==> config.mk <==
export PLATFORM = sky130hd
export DESIGN_NAME = vfd_grid_mux
export DESIGN_NICKNAME = d
export VERILOG_FILES = /design/src/rtl/vfd_mux_pkg.sv /design/src/rtl/vfd_mux_timebase.sv /design/src/rtl/vfd_mux_shadow.sv /design/src/rtl/vfd_mux_decode.sv /design/src/rtl/vfd_grid_mux.sv
export SDC_FILE = /design/constraint.sdc
export NUM_CORES = 1
export LEC_CHECK = 0
export ABC_AREA = 1
export BUFFER_PORTS_ARGS = -buffer_cell sky130_fd_sc_hd__buf_2
export CORE_UTILIZATION = 54
export DETAILED_ROUTE_END_ITERATION = 8
export PLACE_DENSITY = 0.79
export SLEW_MARGIN = 30
export SYNTH_ARGS = -nofsm -noshare
export SYNTH_HDL_FRONTEND = slang
export SYNTH_SLANG_ARGS = --single-unit
export TNS_END_PERCENT = 10
==> constraint.sdc <==
create_clock -name clk -period 3.39 [get_ports clk]
set_input_delay 0.339 -clock clk [delete_from_list [all_inputs] [get_ports clk]]
set_output_delay 0.339 -clock clk [all_outputs]
set_load 0.01 [all_outputs]
==> src/rtl/vfd_mux_pkg.sv <==
package vfd_mux_pkg;
  // Fixed structure of the scan: at most three grids share the segment bus.
  localparam int NUM_GRIDS = 3;
  localparam int SLOT_W    = 2;

  typedef logic [SLOT_W-1:0] slot_t;

  // Slot index of each grid in the scan order.
  localparam slot_t SLOT_G1 = 2'd0;
  localparam slot_t SLOT_G2 = 2'd1;
  localparam slot_t SLOT_G3 = 2'd2;

  // Index of the last slot of a frame, for the selected scan mode.
  function automatic slot_t last_slot(input logic two_slot);
    return two_slot ? SLOT_G2 : SLOT_G3;
  endfunction
endpackage

==> src/rtl/vfd_mux_timebase.sv <==
module vfd_mux_timebase
  import vfd_mux_pkg::*;
#(
  parameter int TICKS_PER_BIT = 4,
  parameter int POS_W         = 10
) (
  input  logic             clk,
  input  logic             rst_n,
  input  logic             tick,
  input  logic             two_slot,
  output logic [POS_W-1:0] pos,
  output slot_t            slot,
  output logic             frame_wrap
);
  localparam int SUB_W = (TICKS_PER_BIT > 1) ? $clog2(TICKS_PER_BIT) : 1;
  localparam logic [SUB_W-1:0] SUB_LAST = SUB_W'(TICKS_PER_BIT - 1);
  localparam logic [POS_W-1:0] POS_LAST = '1;

  logic [SUB_W-1:0] sub;
  logic             bit_end;
  logic             slot_end;
  slot_t            slot_top;

  assign bit_end    = tick && (sub == SUB_LAST);
  assign slot_end   = bit_end && (pos == POS_LAST);
  assign slot_top   = last_slot(two_slot);
  assign frame_wrap = slot_end && (slot >= slot_top);

  // Prescaler: ticks within one bit-time.
  always_ff @(posedge clk or negedge rst_n) begin
    if (!rst_n) begin
      sub <= '0;
    end else if (tick) begin
      sub <= (sub == SUB_LAST) ? '0 : sub + 1'b1;
    end
  end

  // Bit-time position inside the slot; wraps at the slot length.
  always_ff @(posedge clk or negedge rst_n) begin
    if (!rst_n) begin
      pos <= '0;
    end else if (bit_end) begin
      pos <= pos + 1'b1;
    end
  end

  // Slot index; two or three slots per frame.
  always_ff @(posedge clk or negedge rst_n) begin
    if (!rst_n) begin
      slot <= SLOT_G1;
    end else if (slot_end) begin
      slot <= frame_wrap ? SLOT_G1 : slot + 1'b1;
    end
  end
endmodule

==> src/rtl/vfd_mux_shadow.sv <==
module vfd_mux_shadow
  import vfd_mux_pkg::*;
#(
  parameter int SEG_W  = 32,
  parameter int DIM_W  = 10,
  parameter int MAX_ON = 1016
) (
  input  logic                             clk,
  input  logic                             rst_n,
  input  logic                             load,
  input  logic                             strap_duplex,
  input  logic [DIM_W-1:0]                 dim_in,
  input  logic [NUM_GRIDS-1:0][SEG_W-1:0]  seg_in,
  output logic                             two_slot,
  output logic [DIM_W-1:0]                 eff_on,
  output logic [NUM_GRIDS-1:0][SEG_W-1:0]  seg_q
);
  localparam logic [DIM_W-1:0] MAX_ON_V = DIM_W'(MAX_ON);

  logic [DIM_W-1:0] dim_clamped;

  // Keep a blanking gap at the end of each slot.
  assign dim_clamped = (dim_in > MAX_ON_V) ? MAX_ON_V : dim_in;

  always_ff @(posedge clk or negedge rst_n) begin
    if (!rst_n) begin
      two_slot <= 1'b0;
      eff_on   <= '0;
    end else if (load) begin
      two_slot <= strap_duplex;
      eff_on   <= dim_clamped;
    end
  end

  // One frame-held copy per grid.
  for (genvar g = 0; g < NUM_GRIDS; g++) begin : g_latch
    always_ff @(posedge clk or negedge rst_n) begin
      if (!rst_n) begin
        seg_q[g] <= '0;
      end else if (load) begin
        seg_q[g] <= seg_in[g];
      end
    end
  end
endmodule

==> src/rtl/vfd_mux_decode.sv <==
module vfd_mux_decode
  import vfd_mux_pkg::*;
#(
  parameter int SEG_W     = 32,
  parameter int DIM_W     = 10,
  parameter int SEG_LEAD  = 2,
  parameter int SEG_TRAIL = 1
) (
  input  logic                            clk,
  input  logic                            rst_n,
  input  logic [DIM_W-1:0]                pos,
  input  slot_t                           slot,
  input  logic [DIM_W-1:0]                eff_on,
  input  logic [NUM_GRIDS-1:0][SEG_W-1:0] seg_q,
  output logic [NUM_GRIDS-1:0]            grid_n,
  output logic [SEG_W-1:0]                seg_out,
  output logic                            dim_pulse,
  output logic                            sync_g1,
  output logic                            sync_g2
);
  localparam int WIN_W = DIM_W + 2;

  logic [WIN_W-1:0] pos_x;
  logic [WIN_W-1:0] seg_end;
  logic [WIN_W-1:0] grid_beg;
  logic [WIN_W-1:0] grid_end;
  logic             lit;
  logic             seg_on;
  logic             grid_on;
  logic [SEG_W-1:0] seg_sel;

  assign pos_x    = WIN_W'(pos);
  assign seg_end  = WIN_W'(eff_on) + WIN_W'(SEG_LEAD + SEG_TRAIL);
  assign grid_beg = WIN_W'(SEG_LEAD);
  assign grid_end = WIN_W'(eff_on) + WIN_W'(SEG_LEAD);
  assign lit      = (eff_on != '0);
  assign seg_on   = lit && (pos_x < seg_end);
  assign grid_on  = lit && (pos_x >= grid_beg) && (pos_x < grid_end);

  // Pick the frame-held word of the slot being scanned.
  always_comb begin
    seg_sel = '0;
    for (int g = 0; g < NUM_GRIDS; g++) begin
      if (slot == SLOT_W'(g)) seg_sel = seg_q[g];
    end
  end

  for (genvar g = 0; g < NUM_GRIDS; g++) begin : g_grid
    always_ff @(posedge clk or negedge rst_n) begin
      if (!rst_n) begin
        grid_n[g] <= 1'b1;
      end else begin
        grid_n[g] <= !(grid_on && (slot == SLOT_W'(g)));
      end
    end
  end

  always_ff @(posedge clk or negedge rst_n) begin
    if (!rst_n) begin
      seg_out   <= '0;
      dim_pulse <= 1'b0;
      sync_g1   <= 1'b0;
      sync_g2   <= 1'b0;
    end else begin
      seg_out   <= seg_on ? seg_sel : '0;
      dim_pulse <= seg_on;
      sync_g1   <= seg_on && (slot == SLOT_G1);
      sync_g2   <= seg_on && (slot == SLOT_G2);
    end
  end
endmodule

==> src/rtl/vfd_grid_mux.sv <==
module vfd_grid_mux
  import vfd_mux_pkg::*;
#(
  parameter int SEG_W         = 32,
  parameter int DIM_W         = 10,
  parameter int TICKS_PER_BIT = 4,
  parameter int MAX_ON        = 1016,
  parameter int SEG_LEAD      = 2,
  parameter int SEG_TRAIL     = 1
) (
  input  logic                 clk,
  input  logic                 rst_n,
  input  logic                 tick,
  input  logic                 strap_duplex,
  input  logic [DIM_W-1:0]     dim_level,
  input  logic [SEG_W-1:0]     seg_g1,
  input  logic [SEG_W-1:0]     seg_g2,
  input  logic [SEG_W-1:0]     seg_g3,
  output logic [NUM_GRIDS-1:0] grid_n,
  output logic [SEG_W-1:0]     seg_out,
  output logic                 dim_pulse,
  output logic                 sync_g1,
  output logic                 sync_g2
);
  logic [NUM_GRIDS-1:0][SEG_W-1:0] seg_bundle;
  logic [NUM_GRIDS-1:0][SEG_W-1:0] seg_held;
  logic [DIM_W-1:0]                pos;
  slot_t                           slot;
  logic                            frame_wrap;
  logic                            two_slot;
  logic [DIM_W-1:0]                eff_on;

  assign seg_bundle = {seg_g3, seg_g2, seg_g1};

  vfd_mux_timebase #(
    .TICKS_PER_BIT(TICKS_PER_BIT),
    .POS_W        (DIM_W)
  ) u_timebase (
    .clk       (clk),
    .rst_n     (rst_n),
    .tick      (tick),
    .two_slot  (two_slot),
    .pos       (pos),
    .slot      (slot),
    .frame_wrap(frame_wrap)
  );

  vfd_mux_shadow #(
    .SEG_W (SEG_W),
    .DIM_W (DIM_W),
    .MAX_ON(MAX_ON)
  ) u_shadow (
    .clk         (clk),
    .rst_n       (rst_n),
    .load        (frame_wrap),
    .strap_duplex(strap_duplex),
    .dim_in      (dim_level),
    .seg_in      (seg_bundle),
    .two_slot    (two_slot),
    .eff_on      (eff_on),
    .seg_q       (seg_held)
  );

  vfd_mux_decode #(
    .SEG_W    (SEG_W),
    .DIM_W    (DIM_W),
    .SEG_LEAD (SEG_LEAD),
    .SEG_TRAIL(SEG_TRAIL)
  ) u_decode (
    .clk      (clk),
    .rst_n    (rst_n),
    .pos      (pos),
    .slot     (slot),
    .eff_on   (eff_on),
    .seg_q    (seg_held),
    .grid_n   (grid_n),
    .seg_out  (seg_out),
    .dim_pulse(dim_pulse),
    .sync_g1  (sync_g1),
    .sync_g2  (sync_g2)
  );
endmodule

### Yosys cells after proc, flatten, opt, wreduce, memory -nomap -nowiden

Cells that the tools add are included.

| operators by class | value |
|---|---|
| $add $sub $neg | 5 |
| $mul | 0 |
| div/mod/pow operators | 0 |
| order comparisons | 5 |
| eq/ne operators | 4 |
| shifts and indexed selects | 0 |
| multiplexer cells | 8 |
| bitwise gates (word level) | 0 |
| reduce and logical (&&, ||, !) cells | 16 |

Operators by type and width:

| kind | count |
|---|---|
| $mux W32 | 4 |
| $lt A10 B12 Y1 | 2 |
| $add A10 B2 Y11 const B | 2 |
| $logic_and A1 B1 Y1 | 11 |
| $add A10 B1 Y10 const B | 1 |
| $eq A10 B10 Y1 const B | 1 |
| $ge A10 B2 Y1 const B | 1 |
| $gt A10 B10 Y1 const B | 1 |
| $mux W10 | 1 |
| $reduce_bool A10 Y1 | 1 |
| $mux W2 | 3 |
| $add A2 B1 Y2 const B | 2 |
| $eq A2 B2 Y1 const B | 2 |
| $logic_not A1 Y1 | 3 |
| $eq A2 B1 Y1 const B | 1 |
| $ge A2 B2 Y1 | 1 |
| $logic_not A2 Y1 | 1 |

| storage, ports and cells | value |
|---|---|
| register bits after elaboration | 159 |
| bits in latches | 0 |
| bits in writable memories | 0 |
| memory bits (read-only) | 0 |
| input port bits | 110 |
| output and inout port bits | 38 |
| logic and storage cells | 53 |
| memories kept | 0 |

### Logic depth before layout (Yosys ltp)

Gate-level depths: netlist of run 1.

| depth | value |
|---|---|
| word-level depth | 5 |
| depth in mapped cells | 17 |
| depth with buffers taken out | 16 |

### By module

From an unflattened synthesis of run 1, not the netlist that was laid out.

| second synthesis, totals | value |
|---|---|
| cells, all modules | 848 |
| area, all modules | 7325.8 um2 |

By module, submodules not included:

| module | instances | cells each | area an instance (um2) | seq. area each (um2) |
|---|---|---|---|---|
| vfd_mux_shadow | 1 | 467 | 4096.4 | 2677.6 |
| vfd_mux_decode | 1 | 298 | 2476.1 | 954.7 |
| vfd_mux_timebase | 1 | 83 | 753.2 | 350.3 |

### Worst setup path after synthesis of run 1

No wires, ideal clock.

| path | value |
|---|---|
| path kind | register to register |
| start | register u_shadow.eff_on[2] |
| end | register u_decode.seg_out[22] |
| setup time | 0.072 ns |
| arrival time | 2.170 ns |
| required time | 3.318 ns |
| path slack | 1.148 ns |
| stages on the path, launching flop included | 16 |
| path buffers | 1 |
| period minus slack after synthesis | 2.242 ns |
| path through | dfrtp_1 ha_1 inv_1 nand2_1 nand2_1 nor2_1 nand2_1 xor2_1 ha_1 a21o_1 nand2_1 nand2_1 nor2_1 nand2_2 buf_2 nor2_1 |

| on the way | value |
|---|---|
| cells in the longest elaborated chain, start to end | 4 |
| elaborated cells between the ends (all ways) | 5 |
| those cells by class | add/sub (1); order compare (1); mux (1); reduce/logical (2) |

Ends and longest elaborated chain:

| what | RTL line | source |
|---|---|---|
| from (decl) | vfd_mux_shadow.sv:15 | `output logic [DIM_W-1:0] eff_on,` |
| from (signal assigned) | vfd_mux_shadow.sv:31 | `eff_on <= dim_clamped;` |
| $add A10 B2 Y11 | vfd_mux_decode.sv:33 | `assign seg_end = WIN_W'(eff_on) + WIN_W'(SEG_LEAD + SEG_TRAIL);` |
| $lt A10 B12 Y1 | vfd_mux_decode.sv:37 | `assign seg_on = lit && (pos_x < seg_end);` |
| $logic_and A1 B1 Y1 (*) | vfd_mux_decode.sv:37 |  |
| $mux W32 (*) | vfd_mux_decode.sv:65 | `seg_out <= seg_on ? seg_sel : '0;` |
| to (signal assigned) | vfd_mux_decode.sv:65 |  |
| to (decl) | vfd_mux_decode.sv:16 | `output logic [SEG_W-1:0] seg_out,` |

Every way passes the cells marked *; elsewhere a longest branch is shown, timed or not.
A chain may end at the register's enable or synchronous reset.

### Worst setup path after layout of run 1

| path | value |
|---|---|
| start | register u_shadow.eff_on[2] |
| end | register u_decode.seg_out[23] |

The elaborated chain is that of the path after synthesis.

==> results of run 1 <==
[cell type report]
cell class	instances	area, µm²
timing repair buffer	154	823
tap	176	220
clock inverter	11	108
clock buffer	20	457
multi-input combinational	656	3070
inverter	34	129
sequential	159	3980
fill	1108	4510
[metrics by stage]
| stage | instance area (µm²) | std cells | setup WS (ns) | total power, mW | hold WS [ns] |
|---|---|---|---|---|---|
| after floorplan | 7390 | 895 | 1.15 | 2.20 | 0.0434 |
| after global routing | 8790 | 1210 | 0.496 | 4.35 | 0.0385 |
| final | 8790 | 1210 | 0.736 | 4.18 | -0.0613 |
| after detailed placement | 8230 | 1179 | 0.750 | 2.38 | 0.460 |
| after global placement | 8220 | 1179 | 0.815 | 2.37 | 0.457 |
| after CTS | 8790 | 1210 | 0.735 | 4.21 | 0.0210 |
[registers in the layout (all words and copies together), names as in the netlist, 2 cells and up]
register and cells:
u_decode.grid_n 3, u_decode.seg_out 32, u_shadow.eff_on 10, u_shadow.seg_q 96, u_timebase.pos 10, u_timebase.slot 2, u_timebase.sub 2
[worst min-delay path by stage]
| stage | to | slack, ns | cells past startpoint |
|---|---|---|---|
| 2_1_floorplan | u_decode.dim_pulse | 0.04 | 0 |
| 5_1_grt | u_shadow.eff_on[5] | 0.04 | 1 |
| 4_1_cts | u_shadow.eff_on[5] | 0.02 | 1 |
| 3_3_place_gp | u_shadow.seg_q[83] | 0.46 | 2 |
| 3_5_place_dp | u_shadow.eff_on[5] | 0.46 | 1 |
| 6_report | u_shadow.eff_on[5] | -0.06 | 1 |
[report_power, final]
part,total [mW],leakage [nW],switching [mW],internal (mW)
clock network,1.82,0.267,0.773,1.05
registers,2.00,2.16,0.0593,1.94
logic,0.352,2.68,0.206,0.146
[cells by family (layout without fill, tap and decap cells)]
logic type,Yosys count,in the layout
compound gates,88,88
xor+xnor,22,22
fa+ha+maj,29,29
buf+inv,80,219
flops,159,159
mux,1,1
simple gates,516,516
[synth_stat cells]
| library cell | n |
|---|---|
| xnor2_1 | 2 |
| nor2_1 | 64 |
| nor2_2 | 1 |
| nand3_1 | 47 |
| xor2_1 | 20 |
| nor3_4 | 1 |
| and2_0 | 1 |
| inv_1 | 33 |
| o21ai_0 | 42 |
| inv_2 | 1 |
| clkbuf_1 | 21 |
| buf_4 | 9 |
| o21a_1 | 1 |
| buf_2 | 15 |
| ha_1 | 29 |
| nand2_2 | 2 |
| mux2_2 | 1 |
| nand2_1 | 392 |
| dfrtp_1 | 156 |
| a21oi_1 | 42 |
| dfstp_2 | 3 |
| a21o_1 | 3 |
| nand3b_1 | 1 |
| buf_1 | 1 |
| nand3_2 | 1 |
| nor3_1 | 4 |
| nand4_1 | 2 |
[metal layers]
layer | vias to the layer above | track usage (%)
li1 | 3072 | -
met4 | 0 | 9.18
met2 | 251 | 44.0
met1 | 2971 | 34.2
met5 | - | 0
met3 | 31 | 5.89
[worst max-delay path, cell delays in order, from the launching register on]
cell	delay (ns)
dfrtp_1	0.47
ha_1	0.25
inv_1	0.08
nand2_1	0.08
nand2_1	0.07
nor2_1	0.17
nand2_1	0.09
xor2_1	0.15
ha_1	0.29
nand2_1	0.05
inv_1	0.04
nand2_1	0.06
nor2_1	0.09
nand2_1	0.06
nand2_2	0.06
buf_4	0.39
nor2_1	0.10
==> results.json, run 1 <==
{
  "grt_max_degree": 113,
  "dp_hpwl_um": 11200,
  "synth-simple-area-share_pct": 27.6,
  "die_h_um": 119,
  "hold_ws_ns": -0.0613,
  "cts-root-buf": "clkbuf_16",
  "period_needed_ns": 2.65,
  "ctsLongestPathBuffers": 2,
  "drc_errors": 0,
  "path_class": "flop to flop",
  "wl_met1_um": 7540,
  "synth_compound_area_share_pct": 6.09,
  "yosys-top-cells-area": "dfrtp_1 (53%), nand2_1 (20%), ha_1 (4.9%)",
  "endpoint": "u_decode.seg_out[23]",
  "rsz0062_at_grt": "false",
  "cts_hold_buffers": 0,
  "crit_path_end_kind": "flop",
  "yosysSeqAreaShare_pct": 53.9,
  "drive_gt1_share_pct": 19.2,
  "violations": "negative hold slack",
  "final_cell_mix": "nand2_1 (392), dfrtp_1 (156), buf_2 (146)",
  "die-area_um2": 14200,
  "grt_use_total_pct": 26.5,
  "first_pass_iters": 5,
  "globalRoute.totalOverflow": 0,
  "setup_tns_ns": 0,
  "crit_required_ns": 3.67,
  "p_leak_nw": 5.11,
  "diodes": 0,
  "yosysTopAreaCellShare_pct": 52.8,
  "cts.clk_slew.worst_paths_ns": 0.06,
  "cts.repair.resized": 0,
  "r2r_cells": 16,
  "routed.top_layer": "met4",
  "area.growth.synth_to_final_pct": 18.9,
  "tightest_slew_ns": 0.866,
  "cts_tree": "built",
  "rrSetupSlack_ns": 0.74,
  "ys_warn_count": 0,
  "rows": 42,
  "skew_ns": 0.00716,
  "grt_pass1_wl_um": 29200,
  "utilization_pct": 66.1,
  "drv_cap": 0,
  "timing.rr.start": "u_shadow.eff_on[2]",
  "clock_latency_ns": 0.42,
  "syn_area_um2": 7390,
  "wl_per_cell_um": 14.6,
  "synth-xor-area-share_pct": 2.61,
  "synthMuxAreaShare_pct": 0.152,
  "avgSynthCellArea_um2": 8.26,
  "portBuffers": 147,
  "detail-route-antenna-nets": 0,
  "place_congestion": 0.934,
  "finalHoldViolations": 18,
  "clock-sinks": 159,
  "start_kind": "flop",
  "io_pins": 148,
  "power_density_nw_per_um2": 476,
  "cp_max_fo": 35,
  "die_w_um": 119,
  "dr_wl_met3_um": 1210,
  "coreArea_um2": 13300,
  "post_cts_buffers": 0,
  "ys_types": 27,
  "max_slew_margin_pct": 42.2,
  "cts_buffers": 17,
  "ys_ff_latch": 159,
  "reg2reg_to": "u_decode.seg_out[23]",
  "vias": 6325,
  "final_nets": 1161,
  "status": "finished with violations",
  "drtIter0Drc": 607,
  "viasPerCell": 5.23,
  "wl_met2_um": 8580,
  "post-route-period-util_pct": 78.3,
  "routed_wl_um": 17700,
  "startpoint": "u_shadow.eff_on[2]",
  "syn-num-nets": 1034,
  "netlist_instances": 895,
  "cp.arrival_ns": 2.94,
  "synthAdderAreaFrac_pct": 4.91,
  "drv_slew": 0,
  "antenna_found_initial": 0,
  "max-vdd-ir-drop_v": 0.000332,
  "yosys.area.top_type": "dfrtp_1",
  "start_util_pct": 55.6,
  "hold_path_class": "input port to asynchronous set/reset pin",
  "setup_viol": 0,
  "final_common_cell": "nand2_1",
  "htreeDepth": 4,
  "clock.fmax_mhz": 377,
  "synth_top_family_by_area": "simple AND/OR/NAND/NOR gates",
  "grt_pass1_vias": 6150
}
No activity file was read; power rests on OpenSTA's default activity.
==> inputs of run 2 (changes only) <==
==> constraint.sdc (replaced) <==
create_clock -name clk -period 2.45 [get_ports clk]
set_input_delay 0.245 -clock clk [delete_from_list [all_inputs] [get_ports clk]]
set_output_delay 0.245 -clock clk [all_outputs]
set_load 0.01 [all_outputs]
==> results.json, run 2 (same netlist as run 1, synthesis figures left out) <==
{
  "status": "finished, final reports clean",
  "grt_max_degree": 113,
  "gr-usage-met3_pct": 5.22,
  "netSwitchingFraction_pct": 24.2,
  "first_pass_iters": 5,
  "vias": 6417,
  "switchingPower_mw": 1.50,
  "critical_path.cell_chain": "inv_1 -> nor3_1 -> nand2_1 -> xor2_1 -> ha_1 -> a21o_1 -> nor2_1 -> nor2_2 -> nor2_2 -> nand2_4 -> clkbuf_16 -> nor2_2",
  "p_leak_nw": 5.33,
  "cts_tree": "built",
  "grt_use_total_pct": 26.7,
  "max_slew_margin_pct": 56.3,
  "top_usage_layer": "met2",
  "die-area_um2": 14200,
  "globalRoute.totalOverflow": 0,
  "routed_wl_um": 18900,
  "cp_max_fo": 7,
  "grt_pass1_vias": 6104,
  "crit_path_end_kind": "flop",
  "final_cell_mix": "nand2_1 (386), dfrtp_1 (153), buf_2 (146)",
  "min_delay_worst_endpoint": "u_shadow.seg_q[18]",
  "power_density_nw_per_um2": 665,
  "p_int_mw": 4.71,
  "crit_slowest_cell": "dfrtp_2",
  "max-vdd-ir-drop_v": 0.000515,
  "die_h_um": 119,
  "tightest_slew_ns": 0.656,
  "drtIter0Drc": 471,
  "start_kind": "flop",
  "rsz0062_at_grt": "true",
  "path_class": "flop to flop",
  "clock-sinks": 159,
  "total_power_mw": 6.21,
  "place_congestion": 0.917,
  "hold_path_class": "input port to flop",
  "largest_reg_flops": 96,
  "combinationalPowerShare_pct": 9.9,
  "fill_cells": 1027,
  "dp_hpwl_um": 11700,
  "drv_slew": 0,
  "reg2reg_to": "u_decode.seg_out[11]",
  "skew_ns": 0.0143,
  "viasPerCell": 5.18,
  "rows": 42,
  "area.growth.synth_to_final_pct": 26.4,
  "crit_top_cell": "nor2_2",
  "htreeDepth": 4,
  "seqPwrFrac_pct": 44.6,
  "path_buf_inv": 2,
  "wl_per_cell_um": 15.3,
  "io_pins": 148,
  "multiInputGateArea_um2": 3230,
  "grt_pass1_wl_um": 29600,
  "crit_required_ns": 2.81,
  "worstHoldPathCells": 3,
  "cts.clk_slew.worst_paths_ns": 0.07,
  "coreArea_um2": 13300,
  "clock.fmax_mhz": 411,
  "reg_top3": "u_shadow.seg_q (96), u_decode.seg_out (32)",
  "hold_ws_ns": 0.00788,
  "met2_usage_pct": 43.3,
  "register_area_um2": 3990,
  "finalHoldViolations": 0,
  "final_common_cell": "nand2_1",
  "drc_errors": 0,
  "cp.arrival_ns": 2.79,
  "cts-root-buf": "clkbuf_16",
  "critical-path-max-stage-delay_ns": 0.46,
  "setup_viol": 0,
  "clock_latency_ns": 0.43,
  "rrSetupSlack_ns": 0.02,
  "diodes": 0,
  "die_w_um": 119,
  "p_clk_share_pct": 45.5,
  "top_register": "u_shadow.seg_q",
  "start_util_pct": 55.6,
  "cp_top_family": "simple AND/OR/NAND/NOR gates",
  "post-route-period-util_pct": 99.2,
  "r2r_cells": 12,
  "period_needed_ns": 2.43,
  "ctsLongestPathBuffers": 2,
  "portBuffers": 147,
  "antenna_found_initial": 0,
  "cts_buffers": 17,
  "drv_cap": 0,
  "drive_gt1_share_pct": 24.2,
  "detail-route-antenna-nets": 0,
  "final_nets": 1188,
  "grt_use_met1_pct": 36.5,
  "hp-start": "seg_g1[18]",
  "timing.rr.start": "u_shadow.eff_on[3]"
}
==> run 2: cell count changes in the layout (fill, tap and decap cells not counted), sizes merged <==
| cell | before | now |
|---|---|---|
| clkinvlp | 4 | 1 |
| inv | 36 | 37 |
| buf | 154 | 173 |
| bufinv | 1 | 4 |
| clkbuf | 20 | 24 |
| dlygate4sd3 | 0 | 5 |
| clkinv | 4 | 3 |
==> run 2: cell type report <==
cell class	count	share of cell area, %
Inverter	34	1.38
Sequential cell	159	42.7
Multi-Input combinational cell	656	34.6
Tap cell	176	2.36
Clock buffer	21	4.82
Clock inverter	11	1.89
Timing Repair Buffer	181	12.3
==> run 2: per-layer routing <==
layer	share of wire (%)	vias up
met5	0	-
met4	1.7	0
met3	5.4	31
met2	49	238
met1	44	3018
li1	-	3130
==> run 2: worst reg2reg max path: stages, from the launching register on <==
cell and delay, ns:
dfrtp_2 0.46, inv_1 0.10, nor3_1 0.28, nand2_1 0.13, xor2_1 0.17, ha_1 0.32, a21o_1 0.16, nor2_1 0.12
nor2_2 0.06, nor2_2 0.14, nand2_4 0.14, clkbuf_16 0.20, nor2_2 0.08
==> run 2: how the worst max path moves through the flow <==
stage / from / end / cells after the start
CTS: u_shadow.eff_on[2] / u_decode.seg_out[4] / 15
floorplan: u_shadow.eff_on[2] / u_decode.seg_out[22] / 15
global route: u_shadow.eff_on[1] / u_decode.seg_out[12] / 16
finish: u_shadow.eff_on[3] / u_decode.seg_out[11] / 12
global placement: u_shadow.eff_on[2] / u_decode.seg_out[15] / 15
detailed placement: u_shadow.eff_on[2] / u_decode.seg_out[29] / 15
==> run 2: power groups by stage <==
stage / logic (mW) / clock network [mW] / registers [mW]
floorplan: 0.245 / 0 / 2.80
global placement: 0.474 / 0 / 2.81
detailed placement: 0.498 / 0 / 2.82
CTS: 0.507 / 2.85 / 2.77
global route: 0.682 / 2.96 / 2.78
finish: 0.614 / 2.83 / 2.77
==> run 2: timing repair <==
action,4_1_cts,5_1_grt
hold endpoints to repair,66,0
hold buffers,5,0
setup endpoints to repair,35,35
gates resized for setup,2,49
cloned,0,6
setup buffers,1,6
pin swaps,0,6
==> run 2: through the flow <==
| step | cells | util, % | setup TNS [ns] | instance area (µm²) | setup WS (ns) |
|---|---|---|---|---|---|
| 2_1_floorplan | 895 | - | 0 | 7390 | 0.208 |
| 3_3_place_gp | 1188 | 62.7 | 0 | 8340 | 0.0662 |
| 3_5_place_dp | 1188 | 62.7 | -1.02 | 8340 | -0.0514 |
| 4_1_cts | 1226 | 67.9 | 0 | 9030 | 0.0112 |
| 5_1_grt | 1238 | 70.2 | -2.34 | 9340 | -0.102 |
| 6_report | 1238 | 70.2 | 0 | 9340 | 0.0186 |
